[src/rtl/priv_trap_pkg.sv]
package priv_trap_pkg;

   typedef enum logic [1:0] {
      PL_USER  = 2'd0,
      PL_SUPER = 2'd1,
      PL_HYPER = 2'd2,
      PL_MACH  = 2'd3
   } priv_lvl_e;

   typedef struct packed {
      priv_lvl_e prv;
      logic      ie;
   } lvl_entry_t;

   typedef enum logic [1:0] {
      OP_HOLD = 2'd0,
      OP_PUSH = 2'd1,
      OP_POP  = 2'd2
   } stack_op_e;

endpackage

[src/rtl/trap_level_stack.sv]
module trap_level_stack
   import priv_trap_pkg::*;
#(
   parameter int DEPTH = 3
) (
   input  logic               clk,
   input  logic               rst,
   input  stack_op_e          op,
   output logic [2*DEPTH-1:0] prv_flat,
   output logic [DEPTH-1:0]   ie_flat,
   output priv_lvl_e          cur_prv
);

   lvl_entry_t lvl_q [DEPTH];

   generate
      for (genvar k = 0; k < DEPTH; k++) begin : g_lvl
         lvl_entry_t below_v;
         lvl_entry_t above_v;
         lvl_entry_t rst_v;

         if (k == 0) begin : g_bottom
            assign below_v = '{prv: PL_MACH, ie: 1'b0};
            assign rst_v   = '{prv: PL_MACH, ie: 1'b0};
         end else begin : g_mid_lo
            assign below_v = lvl_q[k-1];
            assign rst_v   = '{prv: PL_USER, ie: 1'b0};
         end

         if (k == DEPTH - 1) begin : g_top
            assign above_v = '{prv: PL_USER, ie: 1'b1};
         end else begin : g_mid_hi
            assign above_v = lvl_q[k+1];
         end

         always_ff @(posedge clk) begin
            if (rst) begin
               lvl_q[k] <= rst_v;
            end else begin
               case (op)
                  OP_PUSH: lvl_q[k] <= below_v;
                  OP_POP:  lvl_q[k] <= above_v;
                  default: lvl_q[k] <= lvl_q[k];
               endcase
            end
         end

         assign prv_flat[2*k +: 2] = lvl_q[k].prv;
         assign ie_flat[k]         = lvl_q[k].ie;
      end
   endgenerate

   assign cur_prv = lvl_q[0].prv;

endmodule

[src/rtl/trap_vector_gen.sv]
module trap_vector_gen
   import priv_trap_pkg::*;
#(
   parameter int              XLEN       = 32,
   parameter logic [XLEN-1:0] BASE_VEC   = 32'h0000_2000,
   parameter int              VEC_STRIDE = 'h40
) (
   input  priv_lvl_e         from_prv,
   output logic [XLEN-1:0]   vec_pc
);

   localparam logic [XLEN-1:0] STRIDE_W = XLEN'(VEC_STRIDE);

   logic [XLEN-1:0] offset_w;

   always_comb begin
      offset_w = '0;
      for (int b = 0; b < 2; b++) begin
         if (from_prv[b]) offset_w = offset_w + (STRIDE_W << b);
      end
   end

   assign vec_pc = BASE_VEC + offset_w;

endmodule

[src/rtl/trap_ctx_regs.sv]
module trap_ctx_regs #(
   parameter int              XLEN      = 32,
   parameter int              CAUSE_W   = 5,
   parameter logic [XLEN-1:0] RESET_PC  = 32'h0000_2100
) (
   input  logic               clk,
   input  logic               rst,
   input  logic               take_trap,
   input  logic               set_mprv,
   input  logic [XLEN-1:0]    vec_pc,
   input  logic [XLEN-1:0]    fault_pc,
   input  logic [CAUSE_W-1:0] fault_cause,
   output logic [XLEN-1:0]    pc_q,
   output logic [XLEN-1:0]    epc_q,
   output logic [CAUSE_W-1:0] cause_q,
   output logic               mprv_q,
   output logic               resv_q
);

   always_ff @(posedge clk) begin
      if (rst) begin
         pc_q    <= RESET_PC;
         epc_q   <= '0;
         cause_q <= '0;
         resv_q  <= 1'b0;
      end else begin
         resv_q <= take_trap;
         if (take_trap) begin
            pc_q    <= vec_pc;
            epc_q   <= fault_pc;
            cause_q <= fault_cause;
         end
      end
   end

   always_ff @(posedge clk) begin
      if (rst)            mprv_q <= 1'b0;
      else if (take_trap) mprv_q <= 1'b0;
      else if (set_mprv)  mprv_q <= 1'b1;
   end

endmodule

[src/rtl/priv_trap_ctrl.sv]
module priv_trap_ctrl
   import priv_trap_pkg::*;
#(
   parameter int              XLEN       = 32,
   parameter int              CAUSE_W    = 5,
   parameter int              DEPTH      = 3,
   parameter logic [XLEN-1:0] BASE_VEC   = 32'h0000_2000,
   parameter int              VEC_STRIDE = 'h40,
   parameter int              RESET_OFS  = 'h100
) (
   input  logic               clk,
   input  logic               rst,
   input  logic               trap_req,
   input  logic [CAUSE_W-1:0] trap_cause,
   input  logic [XLEN-1:0]    trap_pc,
   input  logic               ret_req,
   input  logic               mprv_set,
   output logic [XLEN-1:0]    next_pc,
   output logic [2*DEPTH-1:0] prv_stack,
   output logic [DEPTH-1:0]   ie_stack,
   output logic               mprv,
   output logic [XLEN-1:0]    epc,
   output logic [CAUSE_W-1:0] cause,
   output logic               resv_clear
);

   localparam logic [XLEN-1:0] RESET_PC = BASE_VEC + XLEN'(RESET_OFS);

   generate
      if (DEPTH < 2) begin : g_bad_depth
         $error("priv_trap_ctrl: DEPTH must be at least 2");
      end
      if (XLEN < 16) begin : g_bad_xlen
         $error("priv_trap_ctrl: XLEN must be at least 16");
      end
      if (CAUSE_W < 1) begin : g_bad_cause
         $error("priv_trap_ctrl: CAUSE_W must be positive");
      end
      if (RESET_OFS < 4 * VEC_STRIDE) begin : g_bad_ofs
         $error("priv_trap_ctrl: reset offset overlaps the trap vectors");
      end
   endgenerate

   stack_op_e op_w;
   priv_lvl_e cur_prv_w;
   logic [XLEN-1:0] vec_w;

   always_comb begin
      if (trap_req)     op_w = OP_PUSH;
      else if (ret_req) op_w = OP_POP;
      else              op_w = OP_HOLD;
   end

   trap_level_stack #(.DEPTH(DEPTH)) u_stack (
      .clk      (clk),
      .rst      (rst),
      .op       (op_w),
      .prv_flat (prv_stack),
      .ie_flat  (ie_stack),
      .cur_prv  (cur_prv_w)
   );

   trap_vector_gen #(
      .XLEN       (XLEN),
      .BASE_VEC   (BASE_VEC),
      .VEC_STRIDE (VEC_STRIDE)
   ) u_vec (
      .from_prv (cur_prv_w),
      .vec_pc   (vec_w)
   );

   trap_ctx_regs #(
      .XLEN     (XLEN),
      .CAUSE_W  (CAUSE_W),
      .RESET_PC (RESET_PC)
   ) u_ctx (
      .clk         (clk),
      .rst         (rst),
      .take_trap   (trap_req),
      .set_mprv    (mprv_set),
      .vec_pc      (vec_w),
      .fault_pc    (trap_pc),
      .fault_cause (trap_cause),
      .pc_q        (next_pc),
      .epc_q       (epc),
      .cause_q     (cause),
      .mprv_q      (mprv),
      .resv_q      (resv_clear)
   );

endmodule

[config.mk]
export PLATFORM = sky130hd
export DESIGN_NAME = priv_trap_ctrl
export DESIGN_NICKNAME = d
export VERILOG_FILES = /design/src/rtl/priv_trap_pkg.sv /design/src/rtl/trap_level_stack.sv /design/src/rtl/trap_vector_gen.sv /design/src/rtl/trap_ctx_regs.sv /design/src/rtl/priv_trap_ctrl.sv
export SDC_FILE = /design/constraint.sdc
export NUM_CORES = 1
export LEC_CHECK = 0
export CORE_ASPECT_RATIO = 2
export CORE_MARGIN = 2
export CORE_UTILIZATION = 40
export DETAILED_ROUTE_END_ITERATION = 8
export PLACE_DENSITY_LB_ADDON = 0.05
export SYNTH_ARGS = -nofsm -noshare
export SYNTH_HDL_FRONTEND = slang
export SYNTH_SLANG_ARGS = --single-unit
[constraint.sdc]
create_clock -name clk -period 3 [get_ports clk]
set_input_delay 0.75 -clock clk [delete_from_list [all_inputs] [get_ports clk]]
set_output_delay 0.75 -clock clk [all_outputs]
set_load 0.05 [all_outputs]
Yosys cells after proc, flatten, opt, wreduce, memory -nomap -nowiden --
Memory sizes are Yosys's and may differ from the RTL's. Index checks and enable logic that the tools add are counted.
Operators by class: $add $sub $neg 2, eq/ne operators 2, mux-type cells 24, bitwise logic cells 9, reduce and logical (&&, ||, !) cells 2
Operators with widths (number):
- $add A14 B32 Y32 const A | 1
- $mux W32 | 1
- $mux W3 | 9
- $mux W1 | 11
- $add A7 B8 Y9 const B | 1
- $or A1 B1 Y1 | 9
- $mux W7 | 1
- $mux W2 | 2
- $reduce_or A2 Y1 | 2
- $eq A2 B1 Y1 const B | 1
- $eq A2 B2 Y1 const B | 1
Word-level totals: bits in registers 71, memory bits (writable) 9, input bits 42, output and inout bits 80, word-level logic and storage cells 45, memories 1
Memory list:
- u_stack.lvl_q | words 3, bits a word 3, read ports 3, clocked after Yosys merged registers in 0, wr ports 3, RTL line trap_level_stack.sv:14 | lvl_entry_t lvl_q [DEPTH];

Logic depth before layout (Yosys ltp) --
word-level depth 9, mapped depth 5

Modules after synthesis --
Synthesis repeated with hierarchy kept, for this count alone.
Second synthesis, totals: cell total of the unflattened synthesis 294, area total of the unflattened synthesis 3223.1 sq um
By module, submodules not included:
- trap_ctx_regs | times used 1, cells each 228, area an instance 2533.7 sq um, seq. area each 1421.4 sq um
- trap_level_stack | times used 1, cells each 31, area an instance 427.9 sq um, seq. area each 270.3 sq um
- trap_vector_gen | times used 1, cells each 34, area an instance 247.7 sq um, seq. area each 0.0 sq um
- priv_trap_ctrl | times used 1, cells each 1, area an instance 13.8 sq um, seq. area each 0.0 sq um

Worst setup path after synthesis --
Ideal clock, no wire load.
kind input port to flip-flop, from input port trap_req, to memory u_stack.lvl_q[0][0] (netlist name), enable pin, library setup time 0.283 ns, arrival time 1.433 ns, required time 2.717 ns, path slack 1.283 ns, cell stages on the path 3, path buffers 2, path through buf_6 buf_6 or3_1
RTL lines:
- start: declaration | RTL line priv_trap_ctrl.sv:13 | input logic trap_req,
- end: declaration | RTL line trap_level_stack.sv:14

==> impl_metrics.json <==
{
  "ctsHoldBuffers": 0,
  "gr-usage-all-layers_pct": 15.2,
  "insertion_delay_ns": 0.29,
  "min_period_ns": 2.26,
  "most-common-layout-cells": "90 x clkdlybuf4s50_1, 42 x dfxtp_1, 39 x nor2_1",
  "place_hpwl_um": 3070,
  "outcome": "complete, no violations",
  "post_cts_buffers": 0,
  "drt-total-wl_um": 4230,
  "slew_violations": 0,
  "routedWlPerCell_um": 12.4,
  "fp.dieH_um": 106,
  "die_x_um": 55.2,
  "syn_area_um2": 2090,
  "grt_setup_unrepaired": "false",
  "worst_ep_required_time_ns": 2.25,
  "hold_viol": 0,
  "grt_first_pass_wirelength_um": 6510,
  "overflow": 0,
  "fin_area_um2": 3010,
  "yosysTopAreaCellShare_pct": 40.2,
  "start_util_pct": 41.1,
  "max-slew-margin-rel_pct": 41.6,
  "firstDrtPassIters": 4,
  "core-area_um2": 5090,
  "io_buffer_count": 92,
  "antennaDiodeCount": 0,
  "finalNonFillerCells": 342,
  "yosys.area.top_type": "dfxtp_1",
  "skew_ns": 0.00426,
  "vias_per_cell": 4.42,
  "finalCritPeriodShare_pct": 75.3,
  "cpMaxStageDelayCell": "clkdlybuf4s50_1",
  "globalplace.congestion": 0.705,
  "worstMarginPinSlew_ns": 0.876,
  "critPathMaxStageDelay_ns": 0.83,
  "clk_path_buf_depth": 2,
  "fmax_mhz": 443,
  "cts_resized": 0,
  "timing.final.ws_setup_ns": 0.741,
  "path_cells": "clkdlybuf4s50_1",
  "worst_ep_arrival_time_ns": 1.51,
  "syn_inst": 196,
  "synth_area_per_cell_um2": 10.7,
  "start_kind": "flop",
  "grt_max_degree": 54,
  "path_clk_slew_ns": 0.08,
  "htreeDepth": 2,
  "ys_seq_area_share_pct": 53.1,
  "num_io_pins": 122,
  "dpl-instance-area_um2": 2910,
  "antenna_found_initial": 0,
  "setup_viol": 0,
  "grt_pass1_vias": 1388,
  "cts_sinks": 51,
  "final_common_cell": "clkdlybuf4s50_1",
  "die_area_um2": 5860,
  "root_buffer": "clkbuf_8",
  "setup_tns_ns": 0,
  "fp-row-count": 37,
  "area_growth_pct": 43.7,
  "place_inst": 334,
  "critPathKind": "flop to output port",
  "place_ws_ns": 0.835,
  "synth-seq-cells": 51,
  "drcViolationCount": 0,
  "numCtsBuffers": 5,
  "drive_gt1_share_pct": 4.23,
  "ant_nets": 0,
  "netlist-cell-type-count": 19,
  "cp-end-kind": "output port",
  "timing.hold.ws_ns": 0.474,
  "hold_path_class": "flop to flop",
  "synth-warning-count": 0,
  "critical_path.top_delay_family": "buffers and inverters",
  "layout.nets": 325,
  "leakage_nw": 1.31,
  "drv_cap": 0,
  "drtIter0Drc": 19,
  "ir_worst_vdd_mv": 0.501,
  "cp_num_buf_inv": 1,
  "num_vias": 1511,
  "p_per_area_nw_per_um2": 544,
  "cts_tree": "done",
  "cp_max_fo": 3,
  "yosys-top-cells-area": "dfxtp_1 40%, mux2i_1 18%, edfxtp_1 13%"
}
cells by family (layout without fill, tap and decap cells):
group / Yosys count / in the layout / synth area share (%)
mux: 37 / 37 / 17.7
compound gates: 7 / 7 / 1.79
other cells: 2 / 29 / 0.359
simple gates: 56 / 56 / 12.4
flops: 51 / 51 / 53.1
buf+inv: 43 / 104 / 14.7
layer usage:
metal,GRT usage (%),wire (µm)
met1,18.3,1600
met4,5.75,53
met5,0,0
met2,24.1,2250
met3,5.48,323
power breakdown:
part	switching, mW	internal [mW]
logic	0.296	0.150
clock network	0.218	0.211
registers	0.0204	0.738
layout make-up:
| cell class | count | area (µm²) |
|---|---|---|
| Fill cell | 457 | 2080 |
| Tap cell | 58 | 72.6 |
| Clock buffer | 6 | 93.8 |
| Multi-Input combinational cell | 129 | 776 |
| Clock inverter | 2 | 8.76 |
| Timing Repair Buffer | 94 | 938 |
| Inverter | 2 | 7.51 |
| Sequential cell | 51 | 1110 |
stage by stage:
stage,total power [mW],utilization (%)
after floorplan,1.11,-
after global placement,1.22,57.1
after detailed placement,1.22,57.1
after CTS,1.65,59.1
after global routing,1.71,59.1
final,1.63,59.1
path summary, 6_finish.rpt:
check                                startpoint                           endpoint  slack (ns)  depth (start not counted)
hold reg to reg      u_ctx.pc_q[6]$_SDFFE_PP0P_         u_ctx.pc_q[6]$_SDFFE_PP0P_        0.47                          2
setup / recovery  u_stack.lvl_q[1][1]$_DFFE_PP_                       prv_stack[2]        0.74                          1
hold / removal       u_ctx.pc_q[6]$_SDFFE_PP0P_         u_ctx.pc_q[6]$_SDFFE_PP0P_        0.47                          2
setup reg to reg  u_stack.lvl_q[1][1]$_DFFE_PP_  u_stack.lvl_q[0][1]$_SDFFCE_PP1P_        1.96                          1
synth_stat cells (all sizes together):
master,count
clkbuf,3
inv,2
mux2i,37
conb,2
edfxtp,9
and3b,2
nand2,3
nand3b,3
nor2,39
dfxtp,42
a21oi,6
a21o,1
nor3,2
buf,38
nand2b,3
or3,4
sequential cells by signal (all words and copies together) (netlist names):
signal / cells
u_ctx.epc_q: 32
u_ctx.mprv_q: 1
u_ctx.resv_q: 1
u_ctx.cause_q: 5
u_stack.lvl_q: 9
u_ctx.pc_q: 3
No activity file was read; power rests on OpenSTA's default activity.
